`src/rtl/ofs_pkg.sv`:
```
package ofs_pkg;
  typedef enum logic [1:0] {
    CMD_NONE = 2'b00,
    CMD_WR   = 2'b01,
    CMD_RD   = 2'b10,
    CMD_ALT  = 2'b11
  } cmd_e;

  // strobes from control to datapath
  typedef struct packed {
    logic loadEn;   // capture new offsets
    logic selPass;  // forward calibration-stage offsets
    logic selWr;    // write formula
    logic selRd;    // read formula
    logic slotOdd;  // slot 1 when CWL is odd
  } ofs_strb_t;
endpackage

```
`src/rtl/ofs_ctrl.sv`:
```
module ofs_ctrl
  import ofs_pkg::*;
#(
  parameter int NB     = 3,
  parameter int LAT_W  = 5,
  parameter int BCNT_W = 2
) (
  input  logic              cmdValid,
  input  logic [1:0]        cmdType,
  input  logic              calibDone,
  input  logic [BCNT_W-1:0] numBanks,
  input  logic [LAT_W-1:0]  cwl,
  output ofs_strb_t         strb,
  output logic [NB-1:0]     bankAct
);
  always_comb begin
    strb.loadEn  = cmdValid;
    strb.selPass = !calibDone;
    strb.selWr   = calibDone && (cmd_e'(cmdType) == CMD_WR);
    strb.selRd   = calibDone && (cmd_e'(cmdType) == CMD_RD);
    strb.slotOdd = cwl[0];
  end

  for (genvar b = 0; b < NB; b++) begin : g_act
    if (b == 0) begin : g_first
      assign bankAct[b] = 1'b1;
    end else begin : g_rest
      assign bankAct[b] = (numBanks > BCNT_W'(b));
    end
  end
endmodule

```
`src/rtl/ofs_dpath.sv`:
```
module ofs_dpath
  import ofs_pkg::*;
#(
  parameter int NB      = 3,
  parameter int OFS_W   = 6,
  parameter int LAT_W   = 5,
  parameter int WARN_LO = 3,
  parameter int WARN_HI = 6
) (
  input  logic                       clk,
  input  logic                       rstN,
  input  ofs_strb_t                  strb,
  input  logic [NB-1:0]              bankAct,
  input  logic                       calibDone,
  input  logic [LAT_W-1:0]           cwl,
  input  logic [LAT_W-1:0]           addLat,
  input  logic [LAT_W-1:0]           casLat,
  input  logic [NB-1:0][OFS_W-1:0]   calRdOfs,
  input  logic [NB-1:0][OFS_W-1:0]   calPhaseOfs,
  output logic [NB-1:0][OFS_W-1:0]   bankOfs,
  output logic                       rdOfsWarn,
  output logic                       satSticky
);
  localparam int SUM_W = OFS_W + 2;
  localparam int MAXV  = (1 << OFS_W) - 1;

  logic [NB-1:0] ovfV;
  logic [NB-1:0] badV;
  logic [SUM_W-1:0] winLo, winHi;

  assign winLo = SUM_W'(casLat) + SUM_W'(WARN_LO);
  assign winHi = SUM_W'(casLat) + SUM_W'(WARN_HI);

  for (genvar b = 0; b < NB; b++) begin : g_bank
    logic [SUM_W-1:0] base, sum;
    logic [OFS_W-1:0] nxt;
    logic             ovf;

    always_comb begin
      base = strb.selWr ? (SUM_W'(cwl) + SUM_W'(2)) : SUM_W'(calRdOfs[b]);
      sum  = base + SUM_W'(strb.slotOdd) + SUM_W'(addLat);
      ovf  = (strb.selWr || strb.selRd) && (sum > SUM_W'(MAXV));
      if (!bankAct[b])                    nxt = '0;
      else if (strb.selPass)              nxt = calPhaseOfs[b];
      else if (strb.selWr || strb.selRd)  nxt = ovf ? OFS_W'(MAXV) : sum[OFS_W-1:0];
      else                                nxt = '0;
    end

    assign ovfV[b] = ovf && bankAct[b];
    assign badV[b] = bankAct[b] &&
                     ((SUM_W'(calRdOfs[b]) < winLo) || (SUM_W'(calRdOfs[b]) > winHi));

    always_ff @(posedge clk) begin
      if (!rstN)            bankOfs[b] <= '0;
      else if (strb.loadEn) bankOfs[b] <= nxt;
    end

    p_inactive_zero_r5: assert property (@(posedge clk) disable iff (!rstN)
      strb.loadEn && !bankAct[b] |=> bankOfs[b] == '0);

    p_pass_through_r6: assert property (@(posedge clk) disable iff (!rstN)
      strb.loadEn && strb.selPass && bankAct[b] |=> bankOfs[b] == $past(calPhaseOfs[b]));
  end

  always_ff @(posedge clk) begin
    if (!rstN) begin
      satSticky <= 1'b0;
      rdOfsWarn <= 1'b0;
    end else begin
      if (strb.loadEn && |ovfV) satSticky <= 1'b1;
      rdOfsWarn <= calibDone && |badV;
    end
  end

  p_hold_r7: assert property (@(posedge clk) disable iff (!rstN)
    !strb.loadEn |=> $stable(bankOfs));

  p_nodata_zero_r4: assert property (@(posedge clk) disable iff (!rstN)
    strb.loadEn && !strb.selPass && !strb.selWr && !strb.selRd |=> bankOfs == '0);

  p_sticky_r8: assert property (@(posedge clk) disable iff (!rstN)
    satSticky |=> satSticky);

  p_warn_gated_r9: assert property (@(posedge clk) disable iff (!rstN)
    !calibDone |=> !rdOfsWarn);
endmodule

```
`src/rtl/ddr_ofs_gen.sv`:
```
module ddr_ofs_gen
  import ofs_pkg::*;
#(
  parameter int NB      = 3,
  parameter int OFS_W   = 6,
  parameter int LAT_W   = 5,
  parameter int WARN_LO = 3,
  parameter int WARN_HI = 6,
  localparam int BCNT_W = $clog2(NB + 1)
) (
  input  logic                     clk,
  input  logic                     rstN,
  input  logic                     cmdValid,
  input  logic [1:0]               cmdType,
  input  logic                     calibDone,
  input  logic [BCNT_W-1:0]        numBanks,
  input  logic [LAT_W-1:0]         cwl,
  input  logic [LAT_W-1:0]         addLat,
  input  logic [LAT_W-1:0]         casLat,
  input  logic [NB-1:0][OFS_W-1:0] calRdOfs,
  input  logic [NB-1:0][OFS_W-1:0] calPhaseOfs,
  output logic [NB-1:0][OFS_W-1:0] bankOfs,
  output logic                     rdOfsWarn,
  output logic                     satSticky
);
  ofs_strb_t     strb;
  logic [NB-1:0] bankAct;

  ofs_ctrl #(.NB(NB), .LAT_W(LAT_W), .BCNT_W(BCNT_W)) u_ctrl (
    .cmdValid(cmdValid), .cmdType(cmdType), .calibDone(calibDone),
    .numBanks(numBanks), .cwl(cwl), .strb(strb), .bankAct(bankAct)
  );

  ofs_dpath #(.NB(NB), .OFS_W(OFS_W), .LAT_W(LAT_W),
              .WARN_LO(WARN_LO), .WARN_HI(WARN_HI)) u_dpath (
    .clk(clk), .rstN(rstN), .strb(strb), .bankAct(bankAct),
    .calibDone(calibDone), .cwl(cwl), .addLat(addLat), .casLat(casLat),
    .calRdOfs(calRdOfs), .calPhaseOfs(calPhaseOfs), .bankOfs(bankOfs),
    .rdOfsWarn(rdOfsWarn), .satSticky(satSticky)
  );
endmodule

```
`config.mk`:
```
export PLATFORM = sky130hd
export DESIGN_NAME = ddr_ofs_gen
export DESIGN_NICKNAME = d
export VERILOG_FILES = /design/src/rtl/ofs_pkg.sv /design/src/rtl/ofs_ctrl.sv /design/src/rtl/ofs_dpath.sv /design/src/rtl/ddr_ofs_gen.sv
export SDC_FILE = /design/constraint.sdc
export NUM_CORES = 1
export LEC_CHECK = 0
export ABC_AREA = 1
export BUFFER_PORTS_ARGS = -buffer_cell sky130_fd_sc_hd__buf_2
export CAP_MARGIN = 20
export CORE_MARGIN = 2
export CORE_UTILIZATION = 35
export CTS_CLUSTER_SIZE = 40
export DETAILED_ROUTE_END_ITERATION = 16
export PLACE_DENSITY = 0.56
export RECOVER_POWER = 50
export SETUP_SLACK_MARGIN = 0.15
export SYNTH_ARGS = -nofsm -noshare
export SYNTH_HDL_FRONTEND = slang
export SYNTH_SLANG_ARGS = --single-unit
export TNS_END_PERCENT = 1
```
`constraint.sdc`:
```
create_clock -name clk -period 5.65 [get_ports clk]
set_input_delay 1.13 -clock clk [delete_from_list [all_inputs] [get_ports clk]]
set_output_delay 1.13 -clock clk [all_outputs]
set_load 0.05 [all_outputs]
```
== Word-level counts from Yosys, hierarchy flattened ==
Cells that the tools add are included.

* Reduce and logical (&&, ||, !) cells: 17
* $lt $le $gt $ge: 11
* Multipliers: 0
* Equality and inequality tests: 2
* Muxes and demuxes: 14
* Divide/modulo/power cells: 0
* Bitwise gates (word level): 0
* $add $sub $neg: 9
* Shifts and indexed selects: 0

{| class="wikitable"
|+ Operators by type and width
! kind !! count
|-
| 2-to-1 mux 6 bit || 12
|-
| adder 8 x 1 -> 8 bit || 3
|-
| adder 8 x 5 -> 8 bit || 3
|-
| > comparator 6 x 8 -> 1 bit || 3
|-
| > comparator 8 x 6 -> 1 bit, second input constant || 3
|-
| < comparator 6 x 8 -> 1 bit || 3
|-
| 2-to-1 mux 8 bit || 2
|-
| adder 5 x 2 -> 6 bit, second input constant || 2
|-
| logical AND 1 bit || 11
|-
| adder 5 x 3 -> 6 bit, second input constant || 1
|-
| OR reduction 3 bit || 2
|-
| logical OR 1 bit || 4
|-
| == test 2 x 1 -> 1 bit, second input constant || 1
|-
| == test 2 bit, second input constant || 1
|-
| > comparator 2 x 1 -> 1 bit, second input constant || 1
|-
| > comparator 2 bit, second input constant || 1
|}

* Memories: 0
* Output and inout bits: 20
* Logic and storage cells: 58
* Latch bits: 0
* Memory bits (read-only): 0
* Bits of input ports: 59
* Bits in writable memories: 0
* Register bits after elaboration: 20

== Longest topological paths before layout ==
Gate-level depths: netlist (run 1).

* Depth after elaboration: 11
* Gate-level depth with buffers: 20
* Depth with buffers taken out: 18

== By module ==
Synthesis (run 1) repeated with hierarchy kept, for this count alone.

* Cell total of the unflattened synthesis: 455
* Area, all modules: 2955.3 sq um

{| class="wikitable"
|+ By module, submodules not included
! module !! instances !! area an instance (sq um) !! cells each !! seq. area each (sq um)
|-
| ofs_dpath || 1 || 2899.0 || 443 || 400.4
|-
| ofs_ctrl || 1 || 56.3 || 12 || 0.0
|}

== Worst setup path after synthesis (run 1) ==
Ideal clock, no wire load.

* Path kind: input-to-reg
* From: in cmdType[1]
* To: reg u_dpath.bankOfs[2] (netlist bit)
* Data arrival time: 3.385 ns
* Stages on the path: 17
* Setup slack: 2.195 ns
* Required time: 5.580 ns
* Buffers on the path: 2
* Library setup time: 0.070 ns
* Path through: inv_1 > nand3_2 > inv_2 > buf_6 > clkbuf_1 > o21ai_0 > fa_1 > fa_1 > inv_1 > a21oi_1 > o21ai_1 > nand2_1 > nand2_1 > nand2_2 > nor2_4 > o21ai_0 > a21oi_1

* Cells in the longest elaborated chain, start to end: 10
* Elaborated cells between the ends (all ways): 13
* Those cells by class: add/sub (2); order compare (1); eq/ne (2); mux (4); reduce/logical (4)

{| class="wikitable"
|+ Ends and longest elaborated chain
! element !! line !! RTL
|-
| from (decl) || ddr_ofs_gen.sv:14 || <nowiki>input logic [1:0] cmdType,</nowiki>
|-
| == test 2 x 1 -> 1 bit || ofs_ctrl.sv:19 || <nowiki>strb.selWr = calibDone && (cmd_e'(cmdType) == CMD_WR);</nowiki>
|-
| logical AND 1 bit || ofs_ctrl.sv:19 ||
|-
| 2-to-1 mux 6 bit || ofs_dpath.sv:40 || <nowiki>base = strb.selWr ? (SUM_W'(cwl) + SUM_W'(2)) : SUM_W'(calRdOfs[b]);</nowiki>
|-
| adder 8 x 1 -> 8 bit || ofs_dpath.sv:41 || <nowiki>sum = base + SUM_W'(strb.slotOdd) + SUM_W'(addLat);</nowiki>
|-
| adder 8 x 5 -> 8 bit || ofs_dpath.sv:41 ||
|-
| > comparator 8 x 6 -> 1 bit || ofs_dpath.sv:42 || <nowiki>ovf = (strb.selWr || strb.selRd) && (sum > SUM_W'(MAXV));</nowiki>
|-
| logical AND 1 bit || ofs_dpath.sv:42 ||
|-
| 2-to-1 mux 6 bit || ofs_dpath.sv:45 || <nowiki>else if (strb.selWr || strb.selRd) nxt = ovf ? OFS_W'(MAXV) : sum[OFS_W-1:0];</nowiki>
|-
| 2-to-1 mux 6 bit (*) || ofs_dpath.sv:45 ||
|-
| 2-to-1 mux 6 bit (*) || ofs_dpath.sv:44 || <nowiki>else if (strb.selPass) nxt = calPhaseOfs[b];</nowiki>
|-
| to (signal, indexed assignment) || ofs_dpath.sv:55 || <nowiki>else if (strb.loadEn) bankOfs[b] <= nxt;</nowiki>
|-
| to (decl) || ofs_dpath.sv:20 || <nowiki>output logic [NB-1:0][OFS_W-1:0] bankOfs,</nowiki>
|}

Mark *: on every way between the ends. The rest lies on a longest branch, timed or not.
A chain may end at the register's enable or synchronous reset.

== Worst setup path after layout (run 1) ==
* From: in cmdType[1]
* To: reg u_dpath.satSticky

* Cells in the longest elaborated chain, start to end: 10
* Elaborated cells between the ends (all ways): 24
* Those cells by class: add/sub (6); order compare (3); eq/ne (2); mux (3); reduce/logical (10)

{| class="wikitable"
|+ Ends and longest elaborated chain
! element !! line !! RTL
|-
| == test 2 x 1 -> 1 bit || ofs_ctrl.sv:19 ||
|-
| logical AND 1 bit || ofs_ctrl.sv:19 ||
|-
| 2-to-1 mux 8 bit || ofs_dpath.sv:40 ||
|-
| adder 8 x 1 -> 8 bit || ofs_dpath.sv:41 ||
|-
| adder 8 x 5 -> 8 bit || ofs_dpath.sv:41 ||
|-
| > comparator 8 x 6 -> 1 bit || ofs_dpath.sv:42 ||
|-
| logical AND 1 bit || ofs_dpath.sv:42 ||
|-
| logical AND 1 bit || ofs_dpath.sv:49 || <nowiki>assign ovfV[b] = ovf && bankAct[b];</nowiki>
|-
| OR reduction 3 bit (*) || ofs_dpath.sv:70 || <nowiki>if (strb.loadEn && |ovfV) satSticky <= 1'b1;</nowiki>
|-
| logical AND 1 bit (*) || ofs_dpath.sv:70 ||
|-
| to (signal assigned) || ofs_dpath.sv:67 || <nowiki>satSticky <= 1'b0;</nowiki>
|-
| to (signal assigned) || ofs_dpath.sv:70 ||
|-
| to (decl) || ofs_dpath.sv:22 || <nowiki>output logic satSticky</nowiki>
|}

Marked as above.

==> impl_results.md, run 1 <==
- Post-synthesis mux area share: 0%
- RSZ-0062 raised after global routing: no
- Syn_nets: 569
- Setup violators final: 0
- Number of global-route vias before repair: 2914
- CP Data Arrival Time: 3.69 ns
- Post-synth EDFFs: 0
- Io pins: 79
- Internal: 345 uW
- Final min period: 3.47 ns
- Mean Syn Cell Area: 6.35 sq um
- Unique masters post-synth: 38
- Simple-gate share of the synthesized area: 28.2%
- PortBufs: 78
- Core Region: 8130 sq um
- Main synth FF type: dfxtp_1
- First-pass GRT wire length: 13700 microns
- Largest fanout on the critical path: 22
- Row cnt: 33
- Setup crit end kind: register
- # Max-Cap Violations: 0
- Worst path required time: 5.87 ns
- Logic gate share of total power: 48.9%
- Cell area after synthesis: 2900 sq um
- Layout cells sized above 1: 14.9%
- Setup Skew: 0 ns
- Sequential Power Share: 26.2%
- Net switching power: 235 uW
- Switching Share: 40.5%
- Synth async-reset ratio: 0%
- Vias per inst: 4.81
- Vias: 3057
- CTS Root Cell: clkbuf_8
- Insertion delay to the later sink of the worst-skew pair: 0.27 ns
- Die area: 9040 sq um
- Number of fillers in the final layout: 905
- Max layer used: met4
- Top post-synthesis cells by area: ha_1 (20%), nand2_1 (17%), dfxtp_1 (14%), inv_1 (11%), o21ai_0 (5.0%)
- Slew Limit Fails: 0
- Worst min path class: register to register
- Post-CTS sizing: 0
- Initial antenna violation count: 0
- Total grt overflow: 0
- Worst-path clk slew: 0.08 ns
- Placement Setup Slack: 1.94 ns
- CTS tree: yes
- Cts hold-fix bufs: 0
- Largest family of logic cells by synthesized area: simple AND/OR/NAND/NOR gates
- Slew HR: 58.5%
- Fin Setup TNS: 0 ns
- Final Hold Violating Endpoints: 0
- Worst IR Drop VDD: 0.0773 mV
- Leak Pwr: 0.00194 uW
- Worst slew pin tran: 0.626 ns
- Synth top cells by count: nand2_1 (130), inv_1 (84), ha_1 (47), o21ai_0 (29), a21oi_1 (28)
- Placed cells: 632
- Seq cells post-synth: 20
- Post-synth top area cell: ha_1
- Crit path launch type: input pin
- Antenna Nets Post-Route: 0
- Synthesis-to-layout area growth: 17.8%
- Largest net degree at the start of global routing: 23
- DRC violations left: 0
- Synth warn: 0
- Routed wire per std cell: 13.1 microns
- Most common cell in the netlist: nand2_1
- PwrDens: 170 nW/um^2
- DRT iter0 DRCs: 157
- Die height: 95.1 microns
- Xor and xnor area share after synthesis: 2.41%
- Total wire length: 8310 microns
- ANT cells: 0
- DR WL met3: 307 microns
- Cells after Synth: 457
- H-tree Lvls: 1
- Setup ws final: 2.18 ns
- Metal-1 WL: 3930 microns
- Clock Power Share: 24.9%
- Worst-case clock buffer depth: 2
- FMAX: 0.288 GHz
- Gr usage total: 19.1%
- TritonRoute pass-1 iters: 5
- Non-Filler Instances: 636
- Routability Congestion: 0.865
- Adder-cell share of the synthesized area: 24.4%
- CTS sink count: 20
- Post-DP HPWL: 7110 microns
- Register area: 400 sq um
- Die Wd: 95.1 microns
- Routed length on met2: 3890 microns
- Nets: 644
- Synth Area in Compound Gates: 17.9%
- Status: completed
- Sequential fraction of the synthesis area: 13.8%
- Area of the multi-input gates: 2120 sq um
- CTS Buf Count: 3
- Share of the synthesized area in the top cell type: 20.2%
- Starting Density: 35.7%
- Crit path kind: input pin to register
- Final period util: 61.4%
- Setup repair bufs after CTS: 0
## critical path: stages
cell and delay, ns:
buf_2 0.10, inv_1 0.07, nand3_2 0.14, inv_2 0.26, o21ai_0 0.16, fa_1 0.43
fa_1 0.42, o21ai_1 0.24, nand2_1 0.08, nand2_1 0.07, nand4_1 0.28, nand4_1 0.20
nand2_1 0.06, inv_1 0.04
## area by class of cell
| cell class | count | area share (%) |
|---|---|---|
| clock inverters | 1 | 0.878 |
| clock buffers | 3 | 1.21 |
| multi-input cells | 340 | 61.9 |
| well taps | 105 | 3.84 |
| repair buffers | 78 | 10.7 |
| flip-flops and latches | 20 | 11.7 |
| inverters | 89 | 9.84 |
## per-layer routing
layer,vias to the layer above,global-route usage [%]
li1,1626,-
met1,1354,24.6
met2,66,34.4
met3,11,0.870
met4,0,5.80
met5,-,0
## sequential cells by signal, summed over array words and instances (netlist names)
register	cells
u_dpath.satSticky	1
u_dpath.rdOfsWarn	1
u_dpath.bankOfs	18
## cell usage in the layout (no fill, tap or decap), drive strengths merged, types with 2 or more instances in the layout
cell type,instances
o221a,2
nor3,3
nand3,27
dfxtp,20
o21a,2
xor2,6
o21bai,5
a21boi,3
nor2,10
nand4,8
or2,3
fa,6
buf,58
clkbuf,23
inv,88
nand3b,4
a22oi,3
o21ai,39
xnor2,2
ha,47
nand2,133
a21oi,29
a31oi,5
## metrics by stage
stage	hold slack, ns	cell area [sq um]	power (uW)	utilization, %
after global routing	0.488	3420	630	42.1
after global placement	0.454	3380	438	41.5
after CTS	0.470	3450	584	42.4
final	0.467	3420	581	42.1
after detailed placement	0.459	3380	441	41.5
after floorplan	0.690	2900	357	-
## path summary, 6_finish.rpt
check | depth (start not counted) | slack [ns] | from | to
worst max-delay path | 14 | 2.18 | cmdType[1] | u_dpath.satSticky
worst max register to register | 2 | 4.91 | u_dpath.bankOfs[8] | u_dpath.bankOfs[8]
worst min register to register | 2 | 0.47 | u_dpath.bankOfs[17] | u_dpath.bankOfs[17]
worst min-delay path | 2 | 0.47 | u_dpath.bankOfs[17] | u_dpath.bankOfs[17]
## logic make-up after synthesis
group / Yosys count
fa+ha+maj: 53
xor+xnor: 8
simple gates: 189
compound gates: 90
buf+inv: 97
flops: 20
## power by group through the flow
stage / sequential [uW] / combinational, uW / clock [uW]
finish: 152 / 284 / 145
global route: 153 / 327 / 150
CTS: 152 / 288 / 145
detailed placement: 155 / 287 / 0
global placement: 155 / 283 / 0
floorplan: 180 / 177 / 0
Power figures use the tool's default switching activity.
==> run 2, diff against run 1 <==
--- a/config.mk
+++ b/config.mk
@@ -12,7 +12,7 @@
 export CORE_UTILIZATION = 35
 export CTS_CLUSTER_SIZE = 40
 export DETAILED_ROUTE_END_ITERATION = 16
-export PLACE_DENSITY = 0.56
+export PLACE_DENSITY = 0.58
 export RECOVER_POWER = 50
 export SETUP_SLACK_MARGIN = 0.15
 export SYNTH_ARGS = -nofsm -noshare
==> constraint.sdc (replaced) <==
create_clock -name clk -period 2.77 [get_ports clk]
set_input_delay 0.554 -clock clk [delete_from_list [all_inputs] [get_ports clk]]
set_output_delay 0.554 -clock clk [all_outputs]
set_load 0.05 [all_outputs]
==> run 2 against run 1 <==
Sequential power is 100% higher. Sequential cell count unchanged. Global-route usage down 0.64 points. Total power is 95% higher. Worst setup slack lost 1.9 ns.
==> impl_results.md, run 2 (synthesis gave the netlist of run 1 again) <==
- Setup repair bufs after CTS: 0 (unchanged)
- Insertion delay to the later sink of the worst-skew pair: 0.26 ns (was 0.27 ns)
- Setup crit end kind: register (unchanged)
- Cts hold-fix bufs: 0 (unchanged)
- Top reg by flops: u_dpath.bankOfs (unchanged)
- Die Wd: 95.1 microns (unchanged)
- Top Registers: u_dpath.bankOfs (18), u_dpath.rdOfsWarn (1), u_dpath.satSticky (1) (unchanged)
- Die height: 95.1 microns (unchanged)
- Leak Pwr: 0.00199 uW (was 0.00194 uW)
- Worst-case clock buffer depth: 2 (unchanged)
- Largest net degree at the start of global routing: 19 (was 23)
- Vias per inst: 4.79 (was 4.81)
- Hold Path Sink: u_dpath.bankOfs[17] (unchanged)
- PortBufs: 78 (unchanged)
- Crit path launch type: input pin (unchanged)
- Crit-path cells: buf_2 -> ha_1 -> or2_2 -> o21ai_0 -> inv_1 -> ha_1 -> inv_1 -> o21bai_1 -> nand2_1 -> nand2_1 -> nand2_1 -> nand2_1 -> nand3_2 -> nand3_1 -> nand2_1 -> nand2_1 -> nand2_1 -> a21oi_2 (was buf_2 -> inv_1 -> nand3_2 -> inv_2 -> o21ai_0 -> fa_1 -> fa_1 -> o21ai_1 -> nand2_1 -> nand2_1 -> nand4_1 -> nand4_1 -> nand2_1 -> inv_1)
- Max stage delay cell, worst path: ha_1 (was fa_1)
- PwrDens: 322 nW/um^2 (was 170 nW/um^2)
- CTS sink count: 20 (unchanged)
- Total grt overflow: 0 (unchanged)
- Total wire length: 8220 microns (was 8310 microns)
- ANT cells: 0 (unchanged)
- Worst path required time: 2.96 ns (was 5.87 ns)
- Switching Share: 41.8% (was 40.5%)
- RSZ-0062 raised after global routing: yes (was no)
- Max incr delay on CP: 0.35 ns (was 0.43 ns)
- Crit path top cell by count: nand2_1 (unchanged)
- Slew Limit Fails: 0 (unchanged)
- # Max-Cap Violations: 0 (unchanged)
- Core Region: 8130 sq um (unchanged)
- Worst-path clk slew: 0.07 ns (was 0.08 ns)
- Row cnt: 33 (unchanged)
- TritonRoute pass-1 iters: 4 (was 5)
- Hold_sp: u_dpath.bankOfs[17] (unchanged)
- Layout cells sized above 1: 17.8% (was 14.9%)
- DRT iter0 DRCs: 92 (was 157)
- Sequential Power Share: 27.3% (was 26.2%)
- Vias: 3107 (was 3057)
- CP Data Arrival Time: 2.66 ns (was 3.69 ns)
- Logic gate share of total power: 53.2% (was 48.9%)
- Final Hold Violating Endpoints: 0 (unchanged)
- Antenna Nets Post-Route: 0 (unchanged)
- Number of fillers in the final layout: 874 (was 905)
- Fin Setup TNS: 0 ns (unchanged)
- Clock Power Share: 19.5% (was 24.9%)
- Worst Reg-to-Reg Cells: 2 (unchanged)
- CTS Root Cell: clkbuf_8 (unchanged)
- Die area: 9040 sq um (unchanged)
- Max FFs per register: 18 (unchanged)
- Internal: 659 uW (was 345 uW)
- Hold Path Depth: 2 (unchanged)
- Starting Density: 35.7% (unchanged)
- Post-DP HPWL: 7090 microns (was 7110 microns)
- Io pins: 79 (unchanged)
- Worst IR Drop VDD: 0.146 mV (was 0.0773 mV)
- Setup violators final: 0 (unchanged)
- Dpl cell area: 3480 sq um (was 3380 sq um)
- H-tree Lvls: 1 (unchanged)
- CTS tree: yes (unchanged)
- Critical Path Source: cwl[1] (was cmdType[1])
- Net switching power: 474 uW (was 235 uW)
- Setup Skew: 0 ns (unchanged)
- Commonest cells after routing, fill and taps aside: nand2_1 (130), inv_1 (84), buf_2 (58) (unchanged)
- Most common cell after layout, fill and taps aside: nand2_1 (unchanged)
- Reg2reg start: u_dpath.bankOfs[7] (was u_dpath.bankOfs[8])
- Total power: 1130 uW (was 581 uW)
- FMAX: 0.404 GHz
- Worst min path class: register to register (unchanged)
- Status: completed (unchanged)
- Synthesis-to-layout area growth: 21.1% (was 17.8%)
- Design area: 3520 sq um (was 3420 sq um)
- CTS Buf Count: 3 (unchanged)
- Gr usage total: 18.5% (was 19.1%)
- Largest fanout on the critical path: 5 (was 22)
- Final min period: 2.47 ns
- Routability Congestion: 0.873 (was 0.865)
- Reg2reg setup slack: 2.04 ns (was 4.91 ns)
- Routed wire per std cell: 12.7 microns (was 13.1 microns)
- Nets: 657 (was 644)
- Worst slew pin tran: 0.619 ns (was 0.626 ns)
- Number of global-route vias before repair: 2916 (was 2914)
- Initial antenna violation count: 0 (unchanged)
- Final period util: 89.3%
- DRC violations left: 0 (unchanged)
- FF-to-FF End: u_dpath.bankOfs[7] (was u_dpath.bankOfs[8])
- Slew HR: 58.9% (was 58.5%)
- Crit path kind: input pin to register (unchanged)
- First-pass GRT wire length: 13400 microns (was 13700 microns)
## run 2: metal layers
| layer | share of wire (%) | GRT usage [%] | up-vias | wire (microns) |
|---|---|---|---|---|
| met1 | 47 | 24.4 | 1372 | 3900 |
| met3 | 4.8 | 0.711 | 2 | 398 |
| met2 | 47 | 33.9 | 80 | 3890 |
| li1 | - | - | 1653 | - |
| met5 | 0 | 0 | - | 0 |
| met4 | 0.41 | 2.90 | 0 | 34 |
## run 2: how the worst max path moves through the flow
stage / endpoint / slack, ns / cells after the start
after floorplan: u_dpath.bankOfs[2] / 0.09 / 17
after global placement: u_dpath.bankOfs[5] / 0.03 / 18
after detailed placement: u_dpath.bankOfs[5] / 0.02 / 18
after CTS: u_dpath.bankOfs[5] / 0.28 / 18
after global routing: u_dpath.bankOfs[17] / 0.07 / 19
final: u_dpath.bankOfs[11] / 0.30 / 18
## run 2: timing repair
item,CTS,global route
resized for setup,0,2
endpoints found under the setup margin,0,12
hold endpoints to repair,0,0
## run 2: worst max-delay path, delay by kind of cell
kind                       cells  cell delay [ns]
adders and majority gates      2             0.64
buffers and inverters          3             0.23
and+or+nand+nor               10             0.95
AOI/OAI and AO/OA              3             0.31
## run 2: final cells by class
type	instances	area, sq um	area share, %
Sequential cell	20	400	11.4
Multi-Input combinational cell	340	2130	60.6
Inverter	89	337	9.57
Clock buffer	4	55.1	1.57
Tap cell	105	131	3.74
Timing Repair Buffer	91	463	13.2
## run 2: power by group through the flow
stage | clock (uW) | combinational, uW | sequential (uW)
finish | 221 | 604 | 309
global route | 236 | 694 | 311
CTS | 224 | 613 | 309
detailed placement | 0 | 609 | 316
global placement | 0 | 601 | 315
floorplan | 0 | 364 | 367
## run 2: metrics by stage
step | setup WS (ns) | hold slack [ns] | cells | utilization [%]
2_1_floorplan | 0.0859 | 0.652 | 457 | -
3_3_place_gp | 0.0282 | 0.455 | 645 | 42.8
3_5_place_dp | 0.0177 | 0.462 | 645 | 42.8
4_1_cts | 0.284 | 0.472 | 649 | 43.5
5_1_grt | 0.0692 | 0.503 | 649 | 43.2
6_report | 0.296 | 0.473 | 649 | 43.2
==> run 3, diff against run 2 <==
--- a/config.mk
+++ b/config.mk
@@ -12,8 +12,8 @@
 export CORE_UTILIZATION = 35
 export CTS_CLUSTER_SIZE = 40
 export DETAILED_ROUTE_END_ITERATION = 16
-export PLACE_DENSITY = 0.58
 export RECOVER_POWER = 50
+export REMOVE_ABC_BUFFERS = 1
 export SETUP_SLACK_MARGIN = 0.15
 export SYNTH_ARGS = -nofsm -noshare
 export SYNTH_HDL_FRONTEND = slang
==> run 3 against run 2 <==
Via count grew 1.9%. First-iteration DRC count up 34%. Non-clock buffer count up 1. Critical path depth unchanged. Global-route usage about the same. Sequential power barely moved. Register-to-register slack hardly changed. Total power increased by 1.3%. Final cell count grew 0.15%. Clock skew stayed put. Largest cell class unchanged.
==> impl_results.md, run 3 (synthesis gave the netlist of run 1 again) <==
- Area of the multi-input gates: 2170 sq um (was 2130 sq um)
- Synthesis-to-layout area growth: 22.6% (was 21.1%)
- Internal: 668 uW (was 659 uW)
- Final Hold Violating Endpoints: 0 (unchanged)
- Reg2reg setup slack: 2.05 ns (was 2.04 ns)
- Final min period: 2.48 ns (was 2.47 ns)
- Crit path launch type: input pin (unchanged)
- ANT cells: 0 (unchanged)
- Metal-1 WL: 3890 microns (was 3900 microns)
- Crit path top cell by count: nand2_1 (unchanged)
- Worst min path class: register to register (unchanged)
- CTS Buf Count: 3 (unchanged)
- PortBufs: 78 (unchanged)
- CTS Root Cell: clkbuf_8 (unchanged)
- H-tree Lvls: 1 (unchanged)
- Total grt overflow: 0 (unchanged)
- Post-DP HPWL: 7240 microns (was 7090 microns)
- Routed wire per std cell: 12.7 microns (about the same)
- Worst Reg-to-Reg Cells: 2 (unchanged)
- Vias per inst: 4.87 (was 4.79)
- Worst IR Drop VDD: 0.156 mV (was 0.146 mV)
- Slew Limit Fails: 0 (unchanged)
- Design area: 3560 sq um (was 3520 sq um)
- Top Registers: u_dpath.bankOfs (18), u_dpath.rdOfsWarn (1), u_dpath.satSticky (1) (unchanged)
- FMAX: 0.403 GHz (was 0.404 GHz)
- Gr usage total: 18.5% (about the same)
- Slew HR: 56.9% (was 58.9%)
- Largest fanout on the critical path: 5 (unchanged)
- Net switching power: 480 uW (was 474 uW)
- Max FFs per register: 18 (unchanged)
- CTS sink count: 20 (unchanged)
- Sequential Power Share: 27.0% (was 27.3%)
- Die Wd: 95.1 microns (unchanged)
- Logic gate share of total power: 54.0% (was 53.2%)
- Setup crit end kind: register (unchanged)
- Nets: 658 (was 657)
- FF-to-FF End: u_dpath.bankOfs[8] (was u_dpath.bankOfs[7])
- First-pass GRT wire length: 13600 microns (was 13400 microns)
- Layout cells sized above 1: 18.9% (was 17.8%)
- Top reg by flops: u_dpath.bankOfs (unchanged)
- Worst path required time: 2.97 ns (was 2.96 ns)
- Non-Filler Instances: 650 (was 649)
- Worst-path clk slew: 0.07 ns (about the same)
- Initial antenna violation count: 0 (unchanged)
- Setup violators final: 0 (unchanged)
- TritonRoute pass-1 iters: 4 (unchanged)
- Number of fillers in the final layout: 862 (was 874)
- RSZ-0062 raised after global routing: yes (unchanged)
- Vias: 3166 (was 3107)
- Delay-heaviest family, CP: adder cells (was simple AND/OR/NAND/NOR gates)
- Worst-case clock buffer depth: 2 (unchanged)
- Util after Layout: 43.8% (was 43.2%)
- Io pins: 79 (unchanged)
- Crit path kind: input pin to register (unchanged)
- Dpl cell area: 3470 sq um (was 3480 sq um)
- Hold Slack: 0.471 ns (was 0.473 ns)
- Placed cells: 645 (unchanged)
- Die area: 9040 sq um (unchanged)
- Max stage delay cell, worst path: fa_2 (was ha_1)
- Core Region: 8130 sq um (unchanged)
- Clock Power Share: 18.9% (was 19.5%)
- DRC violations left: 0 (unchanged)
- Register area: 400 sq um (unchanged)
- Antenna Nets Post-Route: 0 (unchanged)
- Hold_sp: u_dpath.bankOfs[17] (unchanged)
- Crit path buf inv count: 5 (was 3)
- DRT iter0 DRCs: 123 (was 92)
- Crit-path cells: buf_2 -> inv_1 -> nand3_2 -> inv_2 -> o21ai_2 -> fa_2 -> fa_2 -> inv_1 -> a21oi_1 -> o21ai_2 -> nand2_1 -> nand2_1 -> nand2_2 -> nor2_4 -> nand2_1 -> nand4_1 -> nand2_1 -> inv_1 (was buf_2 -> ha_1 -> or2_2 -> o21ai_0 -> inv_1 -> ha_1 -> inv_1 -> o21bai_1 -> nand2_1 -> nand2_1 -> nand2_1 -> nand2_1 -> nand3_2 -> nand3_1 -> nand2_1 -> nand2_1 -> nand2_1 -> a21oi_2)
- Die height: 95.1 microns (unchanged)
- Starting Density: 35.7% (unchanged)
- Largest net degree at the start of global routing: 19 (unchanged)
- Total power: 1150 uW (was 1130 uW)
- Commonest cells after routing, fill and taps aside: nand2_1 (130), inv_1 (84), buf_2 (58) (unchanged)
- CTS tree: yes (unchanged)
- Reg2reg start: u_dpath.bankOfs[8] (was u_dpath.bankOfs[7])
- Worst slew pin tran: 0.649 ns (was 0.619 ns)
- Hold Path Sink: u_dpath.bankOfs[17] (unchanged)
- # Max-Cap Violations: 0 (unchanged)
- Total wire length: 8280 microns (was 8220 microns)
- Row cnt: 33 (unchanged)
- Routability Congestion: 0.840 (was 0.873)
- Setup Skew: 0 ns (unchanged)
- Max layer used: met4 (unchanged)
- Hold Path Depth: 2 (unchanged)
- Insertion delay to the later sink of the worst-skew pair: 0.25 ns (was 0.26 ns)
- Most common cell after layout, fill and taps aside: nand2_1 (unchanged)
- Switching Share: 41.8% (about the same)
- CP Data Arrival Time: 2.69 ns (was 2.66 ns)
- DR WL met3: 363 microns (was 398 microns)
- Status: completed (unchanged)
- Leak Pwr: 0.00200 uW (was 0.00199 uW)
- PwrDens: 322 nW/um^2 (about the same)
- Max incr delay on CP: 0.40 ns (was 0.35 ns)
- Number of global-route vias before repair: 3025 (was 2916)
- Final period util: 89.7% (was 89.3%)
- Routed length on met2: 3880 microns (was 3890 microns)
-- run 3: timing repair --
item	in CTS	in global routing
setup endpoints to repair	0	15
setup buffers	0	1
hold buffers	0	0
resized for setup	0	14
-- run 3: metal layers --
layer / vias to the layer above / track usage (%)
li1: 1659 / -
met1: 1400 / 23.6
met2: 95 / 33.3
met3: 12 / 1.34
met4: 0 / 5.31
met5: - / 0
-- run 3: worst max path at each step --
stage	slack, ns	endpoint	cells past startpoint	startpoint
6_report	0.29	u_dpath.satSticky	18	cmdType[1]
5_1_grt	0.11	u_dpath.bankOfs[17]	19	cmdType[1]
4_1_cts	0.19	u_dpath.bankOfs[2]	16	cmdType[1]
3_5_place_dp	-0.07	u_dpath.bankOfs[2]	16	cmdType[1]
3_3_place_gp	-0.02	u_dpath.satSticky	18	cmdType[1]
2_1_floorplan	0.11	u_dpath.bankOfs[2]	15	cmdType[1]
-- run 3: cell type report --
cell class | instances | share of cell area [%]
repair buffers | 92 | 13.2
clock buffers | 4 | 1.55
multi-input cells | 340 | 60.9
well taps | 105 | 3.69
flip-flops and latches | 20 | 11.2
inverters | 89 | 9.45
-- run 3: power groups by stage --
stage / logic, uW / clock network [uW] / registers, uW
finish: 621 / 217 / 311
global placement: 593 / 0 / 316
CTS: 609 / 223 / 310
global route: 704 / 234 / 312
detailed placement: 606 / 0 / 316
floorplan: 352 / 0 / 367
-- run 3: metrics by stage --
step	setup WS [ns]	TNS, ns
3_3_place_gp	-0.0162	-0.0191
4_1_cts	0.192	0
3_5_place_dp	-0.0671	-0.238
2_1_floorplan	0.111	0
6_report	0.286	0
5_1_grt	0.105	0
-- run 3: tightest hold or removal path, cell delays in order (launching register included) --
cell and delay (ns):
dfxtp_1 0.31, nand2_1 0.06, a21oi_1 0.05
